**src/rtl/adma_pkg.sv**
```systemverilog
package adma_pkg;
    typedef enum logic [2:0] {
        ERR_NONE  = 3'd0,
        ERR_ZERO  = 3'd1,
        ERR_ALIGN = 3'd2,
        ERR_RANGE = 3'd3,
        ERR_LONG  = 3'd4
    } adma_err_e;

    typedef enum logic [1:0] {
        ST_IDLE = 2'd0,
        ST_RUN  = 2'd1,
        ST_DONE = 2'd2
    } adma_state_e;
endpackage

```
**src/rtl/adma_req_check.sv**
```systemverilog
module adma_req_check
    import adma_pkg::*;
#(
    parameter int ADDR_W = 32,
    parameter int LEN_W  = 18,
    parameter int CNT_W  = 14,
    parameter logic [ADDR_W-1:0] RAM_LO = 32'h2000_0000,
    parameter logic [ADDR_W-1:0] RAM_HI = 32'h3000_0000
) (
    input  logic [ADDR_W-1:0] addr,
    input  logic [LEN_W-1:0]  len,
    output adma_err_e         err,
    output logic [CNT_W:0]    words
);
    localparam int WORD_BYTES = 4;
    localparam int ALIGN_BITS = $clog2(WORD_BYTES);
    localparam int WIDE_W     = LEN_W + 1;
    localparam int unsigned LIMIT = 32'd1 << CNT_W;

    logic [WIDE_W-1:0] words_wide;
    logic              misaligned;
    logic              out_of_range;
    logic              too_long;
    logic              zero_len;

    // Rounded-up division by the word size.
    assign words_wide   = (WIDE_W'(len) + WIDE_W'(WORD_BYTES - 1)) >> ALIGN_BITS;
    assign words        = (CNT_W+1)'(words_wide);
    assign zero_len     = (len == '0);
    assign out_of_range = (addr < RAM_LO) || (addr > RAM_HI);
    assign too_long     = 32'(words_wide) > LIMIT;

    generate
        if (ALIGN_BITS > 0) begin : g_align
            assign misaligned = |addr[ALIGN_BITS-1:0];
        end else begin : g_noalign
            assign misaligned = 1'b0;
        end
    endgenerate

    // Priority: zero length, alignment, range, size.
    always_comb begin
        if (zero_len)          err = ERR_ZERO;
        else if (misaligned)   err = ERR_ALIGN;
        else if (out_of_range) err = ERR_RANGE;
        else if (too_long)     err = ERR_LONG;
        else                   err = ERR_NONE;
    end
endmodule

```
**src/rtl/adma_addr_gen.sv**
```systemverilog
module adma_addr_gen #(
    parameter int ADDR_W = 32,
    parameter int CNT_W  = 14
) (
    input  logic              clk,
    input  logic              rst_n,
    input  logic              load,
    input  logic [ADDR_W-1:0] load_addr,
    input  logic [CNT_W:0]    load_cnt,
    input  logic              step,
    output logic [ADDR_W-1:0] cur_addr,
    output logic              last
);
    localparam logic [ADDR_W-1:0] STRIDE = ADDR_W'(4);

    logic [CNT_W:0] remain;

    always_ff @(posedge clk or negedge rst_n) begin
        if (!rst_n) begin
            cur_addr <= '0;
            remain   <= '0;
        end else if (load) begin
            cur_addr <= load_addr;
            remain   <= load_cnt;
        end else if (step) begin
            cur_addr <= cur_addr + STRIDE;
            remain   <= remain - 1'b1;
        end
    end

    assign last = (remain == (CNT_W+1)'(1));
endmodule

```
**src/rtl/adma_desc_engine.sv**
```systemverilog
module adma_desc_engine
    import adma_pkg::*;
#(
    parameter int ADDR_W = 32,
    parameter int LEN_W  = 18,
    parameter int CNT_W  = 14,
    parameter logic [ADDR_W-1:0] RAM_LO = 32'h2000_0000,
    parameter logic [ADDR_W-1:0] RAM_HI = 32'h3000_0000
) (
    input  logic              clk,
    input  logic              rst_n,
    input  logic              req_valid,
    input  logic [ADDR_W-1:0] req_addr,
    input  logic [LEN_W-1:0]  req_len,
    input  logic              req_dir,
    output logic              resp_valid,
    output logic              resp_busy,
    output logic [2:0]        resp_err,
    output logic [ADDR_W-1:0] tx_ptr,
    output logic [ADDR_W-1:0] rx_ptr,
    output logic [CNT_W:0]    word_cnt,
    output logic              mem_req,
    output logic [ADDR_W-1:0] mem_addr,
    output logic              mem_dir,
    input  logic              mem_gnt,
    output logic              done
);
    localparam int NUM_DIR = 2;

    adma_state_e       state, state_nx;
    adma_err_e         chk_err;
    logic [CNT_W:0]    chk_words;
    logic              accept;
    logic              step;
    logic              last;
    logic              dir_q;
    logic [ADDR_W-1:0] ptr_q [NUM_DIR];

    adma_req_check #(
        .ADDR_W(ADDR_W), .LEN_W(LEN_W), .CNT_W(CNT_W),
        .RAM_LO(RAM_LO), .RAM_HI(RAM_HI)
    ) u_check (
        .addr (req_addr),
        .len  (req_len),
        .err  (chk_err),
        .words(chk_words)
    );

    assign accept = (state == ST_IDLE) && req_valid && (chk_err == ERR_NONE);
    assign step   = mem_req && mem_gnt;

    adma_addr_gen #(.ADDR_W(ADDR_W), .CNT_W(CNT_W)) u_agen (
        .clk      (clk),
        .rst_n    (rst_n),
        .load     (accept),
        .load_addr(req_addr),
        .load_cnt (chk_words),
        .step     (step),
        .cur_addr (mem_addr),
        .last     (last)
    );

    // State register
    always_ff @(posedge clk or negedge rst_n) begin
        if (!rst_n) state <= ST_IDLE;
        else        state <= state_nx;
    end

    // Transitions: IDLE->RUN on accept, RUN->DONE on last grant, DONE->IDLE
    always_comb begin
        state_nx = state;
        unique case (state)
            ST_IDLE: if (accept)       state_nx = ST_RUN;
            ST_RUN:  if (step && last) state_nx = ST_DONE;
            ST_DONE:                   state_nx = ST_IDLE;
            default:                   state_nx = ST_IDLE;
        endcase
    end

    // State-decoded outputs
    always_comb begin
        mem_req = 1'b0;
        done    = 1'b0;
        unique case (state)
            ST_IDLE: ;
            ST_RUN:  mem_req = 1'b1;
            ST_DONE: done    = 1'b1;
            default: ;
        endcase
    end

    // Response register
    always_ff @(posedge clk or negedge rst_n) begin
        if (!rst_n) begin
            resp_valid <= 1'b0;
            resp_busy  <= 1'b0;
            resp_err   <= 3'd0;
        end else begin
            resp_valid <= req_valid;
            resp_busy  <= req_valid && (state != ST_IDLE);
            resp_err   <= (req_valid && state == ST_IDLE) ? chk_err : ERR_NONE;
        end
    end

    // Shared count register and direction
    always_ff @(posedge clk or negedge rst_n) begin
        if (!rst_n) begin
            word_cnt <= '0;
            dir_q    <= 1'b0;
        end else if (accept) begin
            word_cnt <= chk_words;
            dir_q    <= req_dir;
        end
    end

    // One pointer register per direction
    generate
        for (genvar d = 0; d < NUM_DIR; d++) begin : g_ptr
            always_ff @(posedge clk or negedge rst_n) begin
                if (!rst_n)                       ptr_q[d] <= '0;
                else if (accept && req_dir == d[0]) ptr_q[d] <= req_addr;
            end
        end
    endgenerate

    assign tx_ptr  = ptr_q[0];
    assign rx_ptr  = ptr_q[1];
    assign mem_dir = dir_q;
endmodule

```
**config.mk**
```make
export PLATFORM = sky130hd
export DESIGN_NAME = adma_desc_engine
export DESIGN_NICKNAME = d
export VERILOG_FILES = /design/src/rtl/adma_pkg.sv /design/src/rtl/adma_req_check.sv /design/src/rtl/adma_addr_gen.sv /design/src/rtl/adma_desc_engine.sv
export SDC_FILE = /design/constraint.sdc
export NUM_CORES = 1
export LEC_CHECK = 0
export BUFFER_PORTS_ARGS = -buffer_cell sky130_fd_sc_hd__buf_2
export CAP_MARGIN = 30
export CORE_MARGIN = 2
export CORE_UTILIZATION = 46
export DETAILED_ROUTE_END_ITERATION = 8
export PLACE_DENSITY_LB_ADDON = 0.15
export SYNTH_ARGS = -nofsm -noshare
export SYNTH_HDL_FRONTEND = slang
export SYNTH_SLANG_ARGS = --single-unit
```
**constraint.sdc**
```tcl
create_clock -name clk -period 2.74 [get_ports clk]
set_clock_uncertainty 0.2 [all_clocks]
set_input_delay 0.548 -clock clk [delete_from_list [all_inputs] [get_ports clk]]
set_output_delay 0.548 -clock clk [all_outputs]
set_load 0.005 [all_outputs]
```
Yosys cells after proc, flatten, opt, wreduce, memory -nomap -nowiden:

Index checks and enable logic that the tools add are counted.

* register bits: 134
* bits of input ports: 55
* output and inout port bits: 119
* logic and storage cells: 51

* $add $sub $neg: 3
* magnitude comparators: 3
* eq/ne operators: 5
* multiplexer cells: 14
* bitwise logic cells: 1
* reduce and logical (&&, ||, !) cells: 15

Operator list (count)
* two-way mux 32 bit: 2
* adder 32 x 3 -> 32 bit (second input constant): 1
* greater-than comparator 32 x 30 -> 1 bit (second input constant): 1
* < comparator 32 x 30 -> 1 bit (second input constant): 1
* two-way mux 15 bit: 2
* adder 18 x 2 -> 19 bit (second input constant): 1
* zero test 18 bit: 1
* greater-than comparator 17 x 15 -> 1 bit (second input constant): 1
* == test 15 x 1 -> 1 bit (second input constant): 1
* two-way mux 3 bit: 5
* subtractor 15 x 1 -> 15 bit (second input constant): 1
* logical AND 1 bit: 7
* two-way mux 2 bit: 2
* != test 2 bit (second input constant): 2
* one-hot mux 2 bit (2 select lines): 1
* nonzero test 2 bit: 2
* zero test 3 bit: 1
* == test 2 x 1 -> 1 bit (second input constant): 1
* == test 2 bit (second input constant): 1
* zero test 2 bit: 1
* two-way mux 1 bit: 2
* AND reduction 2 bit: 1
* OR reduction 2 bit: 1
* logical OR 1 bit: 1
* inverter 1 bit: 1

Longest topological paths before layout:

* word-level depth: 10
* gate-level depth with buffers: 9
* mapped depth without buffers: 8

By module:

From an unflattened synthesis, not the netlist that was laid out.

* cell total of the unflattened synthesis: 560
* area, all modules: 6433.7 um^2

Modules (own cells, without submodules)
* adma_desc_engine: times used 1, cells each 191, area each 3236.9 um^2, seq. area each 2177.1 um^2
* adma_addr_gen: times used 1, cells each 302, area each 2688.8 um^2, seq. area each 1176.1 um^2
* adma_req_check: times used 1, cells each 67, area each 508.0 um^2, seq. area each 0.0 um^2

Least setup slack after synthesis:

Ideal clock, no wire load.

* path type: input port to flip-flop
* start: in req_len[9]
* end: reg ptr_q, in the netlist tx_ptr[10]
* library setup time: 0.125 ns
* arrival: 2.334 ns
* data required time: 2.415 ns
* setup slack: 0.082 ns
* cell stages on the path: 7
* path buffers: 1
* cells stage by stage: or4_4 -> nor4_2 -> o2bb2ai_2 -> nand4_2 -> nor2_2 -> buf_4 -> mux2_2

* longest elaborated chain between the ends: 9
* elaborated cells between the ends (all ways): 10
* classes of those cells: add/sub: 1; order compare: 1; mux: 4; reduce/logical: 4

RTL lines
* start: declaration: line adma_desc_engine.sv:14 `input logic [LEN_W-1:0] req_len,`
* adder 18 x 2 -> 19 bit: line adma_req_check.sv:27 `assign words_wide = (WIDE_W'(len) + WIDE_W'(WORD_BYTES - 1)) >> ALIGN_BITS;`
* greater-than comparator 17 x 15 -> 1 bit: line adma_req_check.sv:31 `assign too_long = 32'(words_wide) > LIMIT;`
* two-way mux 3 bit: line adma_req_check.sv:46 `else if (too_long) err = ERR_LONG;`
* two-way mux 3 bit: line adma_req_check.sv:45 `else if (out_of_range) err = ERR_RANGE;`
* two-way mux 3 bit: line adma_req_check.sv:44 `else if (misaligned) err = ERR_ALIGN;`
* two-way mux 3 bit (*): line adma_req_check.sv:43 `if (zero_len) err = ERR_ZERO;`
* zero test 3 bit (*): line adma_desc_engine.sv:49 `assign accept = (state == ST_IDLE) && req_valid && (chk_err == ERR_NONE);`
* logical AND 1 bit (*): line adma_desc_engine.sv:49
* logical AND 1 bit (*): line adma_desc_engine.sv:121 `else if (accept && req_dir == d[0]) ptr_q[d] <= req_addr;`
* end signal: indexed assignment: line adma_desc_engine.sv:121
* end: declaration: line adma_desc_engine.sv:37 `logic [ADDR_W-1:0] ptr_q [NUM_DIR];`

Every way passes the cells marked *; elsewhere a longest branch is shown, timed or not.
A chain may end at the register's enable or synchronous reset.

Final worst setup path:

* start: in req_addr[6]
* end: reg u_agen.cur_addr[23]

* longest elaborated chain between the ends: 8
* elaborated cells between the ends (all ways): 10
* classes of those cells: order compare: 2; mux: 4; reduce/logical: 4

RTL lines
* start: declaration: line adma_desc_engine.sv:13 `input logic [ADDR_W-1:0] req_addr,`
* < comparator 32 x 30 -> 1 bit / greater-than comparator 32 x 30 -> 1 bit (equally long branches): line adma_req_check.sv:30 `assign out_of_range = (addr < RAM_LO) || (addr > RAM_HI);`
* logical OR 1 bit (*): line adma_req_check.sv:30
* two-way mux 3 bit (*): line adma_req_check.sv:45
* two-way mux 3 bit (*): line adma_req_check.sv:44
* two-way mux 3 bit (*): line adma_req_check.sv:43
* zero test 3 bit (*): line adma_desc_engine.sv:49
* logical AND 1 bit (*): line adma_desc_engine.sv:49
* two-way mux 32 bit / nonzero test 2 bit (equally long branches)
* end signal: assignment: line adma_addr_gen.sv:23 `cur_addr <= load_addr;`
* end signal: assignment: line adma_addr_gen.sv:26 `cur_addr <= cur_addr + STRIDE;`
* end: declaration: line adma_addr_gen.sv:11 `output logic [ADDR_W-1:0] cur_addr,`

Marked as above.

==> results.tsv <==
metric	value	unit
max_freq	0.387	GHz
synth_xor_area_frac	0.0438	
cp_max_fo	22	
grt_max_degree	65	
final_cells	977	
netSwitchingFraction	0.253	
drc	0	
p_leak	0.00439	uW
worst_r2r_path_depth	7	
ys_seq_area_frac	0.541	
synth_nets	620	
grt_pass1_wl	26300	um
slew_headroom	0.532	
synth_fa_ha_area_frac	0.00605	
end_kind	flop	
syn_inst	562	
routedWlPerCell	16.7	um
die_w	120	um
cts_max_path_buffers	2	
rsz0062_at_grt	no	
place_congestion	0.883	
viasPerCell	5.31	
arrival	2.67	ns
clock_latency	0.41	ns
clk_pin_slew	0.05	ns
switching_power	1290	uW
antenna_found_initial	1	
synth_area_per_cell	11.0	sq um
outcome	finished clean	
synth-compound-area-share	0.0877	
root_buffer	clkbuf_16	
synth_flop_cell	dfrtp_1	
grt_remaining_overflow	0	
hold_class	primary input to flop	
critical_path_required	2.83	ns
hpwl	12100	um
synthesis.area	6200	sq um
die_area	14400	sq um
initial_core_util	0.470	
cts_made_buffers	17	
async_reset_ff_frac	1.00	
clkPwrFrac	0.457	
yosys.cell_types.count	52	
synth_top_family_by_area	simple AND/OR/NAND/NOR gates	
seq_power_share	0.434	
clock_sinks	134	
synth_seq_cells	134	
critPathLaunch	req_addr[6]	
drive_above_1_share	0.406	
cap_violations	0	
io_pins	174	
synth_simple_gate_area_share	0.172	
vias	5188	
pwr_density_cell	619	nW/um^2
drt_pre_antenna_iters	5	
final-setup-viol-count	0	
coreArea	13200	sq um
internal-power	3820	uW
grt_usage	0.232	
p_comb_frac	0.109	
finalHoldViolations	0	
synthMuxAreaShare	0.117	
cts_tree	yes	
post-route-period-util	0.942	
nets	846	
vdd_ir_drop_max	0.000430	V
finalWirelength	16300	um
start_kind	primary input	
io_buffers	173	
grt_pass1_vias	5214	
fill_cells	1093	
tns	0	ns
regToRegStartpoint	u_agen.cur_addr[3]	
area_growth	33.3	%
rows	42	
synth-edff-count	0	
period_minus_slack	2.58	ns
dieHeight	120	um
antenna_left	0	
synth_warnings	0	
h-tree-depth	4	
r2r_end	u_agen.cur_addr[26]	
critical_path_class	primary input to flop	
crit_end	u_agen.cur_addr[23]	
r2r_slack	0.39	ns
slew_violations	0	
drt_iter0_markers	320	
tightest_slew	0.703	ns
dpl.cell_count	944	
==> cells in the mapped netlist, types with 13 or more instances <==
master	number	area [sq um]
a21oi_1	40	200
dfrtp_1	134	3350
inv_1	18	67.6
mux2_2	29	327
mux2_4	24	360
nand2_1	35	131
nand3_1	19	95.1
nor2_1	54	203
nor3_1	20	100
nor4_1	18	113
o21ai_0	23	115
xnor2_1	18	158
xor2_1	13	114
==> cells by family (layout without fill, tap and decap cells) <==
logic type / after synthesis / after routing
compound gates: 90 / 90
buf+inv: 40 / 278
xor+xnor: 31 / 31
simple gates: 207 / 207
fa+ha+maj: 3 / 3
other cells: 0 / 1
flops: 134 / 134
mux: 57 / 57
==> state kept, by name, summed over array words and instances, names as in the netlist <==
register         cells
mem_dir              1
resp_busy            1
resp_err             3
resp_valid           1
rx_ptr              32
state                2
tx_ptr              32
u_agen.cur_addr     32
u_agen.remain       15
word_cnt            15
==> through the flow <==
stage	setup slack [ns]	instance area [sq um]	hold slack (ns)	utilization	total power (uW)
after floorplan	0.0816	6200	0.0524	-	2510
after global placement	-0.300	7640	0.249	0.580	2780
after detailed placement	-0.328	7640	0.248	0.580	2810
after CTS	0.0779	8260	0.0622	0.626	5150
after global routing	0.0372	8270	0.0551	0.627	5350
final	0.158	8270	0.0709	0.627	5120
==> final cells by class <==
cell class              count  area [sq um]  share of cell area
inverters                  18          67.6             0.00817
repair buffers            229          1360               0.164
flip-flops and latches    134          3350               0.406
diodes                      1          2.50            0.000303
clock buffers              19           453              0.0548
multi-input cells         388          2660               0.322
clock inverters            12           153              0.0185
well taps                 176           220              0.0266
==> worst min path at each step <==
| stage | cells past startpoint | start | slack, ns | end |
|---|---|---|---|---|
| 3_5_place_dp | 1 | tx_ptr[29] | 0.25 | tx_ptr[29] |
| 4_1_cts | 1 | req_valid | 0.06 | resp_valid |
| 6_report | 1 | req_valid | 0.07 | resp_valid |
| 3_3_place_gp | 1 | rx_ptr[29] | 0.25 | rx_ptr[29] |
| 5_1_grt | 1 | req_valid | 0.06 | resp_valid |
| 2_1_floorplan | 0 | rst_n | 0.05 | mem_dir |
==> critical path, cell delays in order <==
cell and delay, ns:
buf_2 0.11, nor4_1 0.60, nand4_1 0.16, o2bb2ai_1 0.19, buf_4 0.15, and4_2 0.30, buf_4 0.27, a211oi_1 0.08
a211o_1 0.25
==> layer usage <==
| metal | part of all wire | wire (um) | GRT usage |
|---|---|---|---|
| met1 | 0.43 | 6980 | 0.293 |
| met2 | 0.51 | 8280 | 0.400 |
| met3 | 0.047 | 764 | 0.0466 |
| met4 | 0.016 | 262 | 0.0728 |
| met5 | 0 | 0 | 0 |
==> power by group through the flow <==
stage,clock [uW],combinational (uW),sequential (uW)
floorplan,0,281,2230
global placement,0,540,2240
detailed placement,0,557,2250
CTS,2370,566,2220
global route,2470,633,2240
finish,2340,559,2220
==> timing repair <==
item / CTS / global route
resized for setup: 0 / 1
endpoints found under the hold margin: 62 / 0
setup buffers: 0 / 0
hold buffers: 1 / 0
endpoints found under the setup margin: 0 / 3
==> placed cells by master, fill, tap and decap left out, drive strengths merged, types with 5 or more instances in the layout <==
cell / count
nand2: 36
inv: 19
and2: 7
o21ai: 23
nor3: 21
and3: 7
a211o: 5
nor2: 55
clkbuf: 19
mux2: 54
o211ai: 5
nand4: 12
dfrtp: 134
nor2b: 6
nand3: 19
xnor2: 18
xor2: 13
nor4: 19
buf: 228
or3: 5
nand2b: 5
a21oi: 40
No activity file was read; power rests on OpenSTA's default activity.
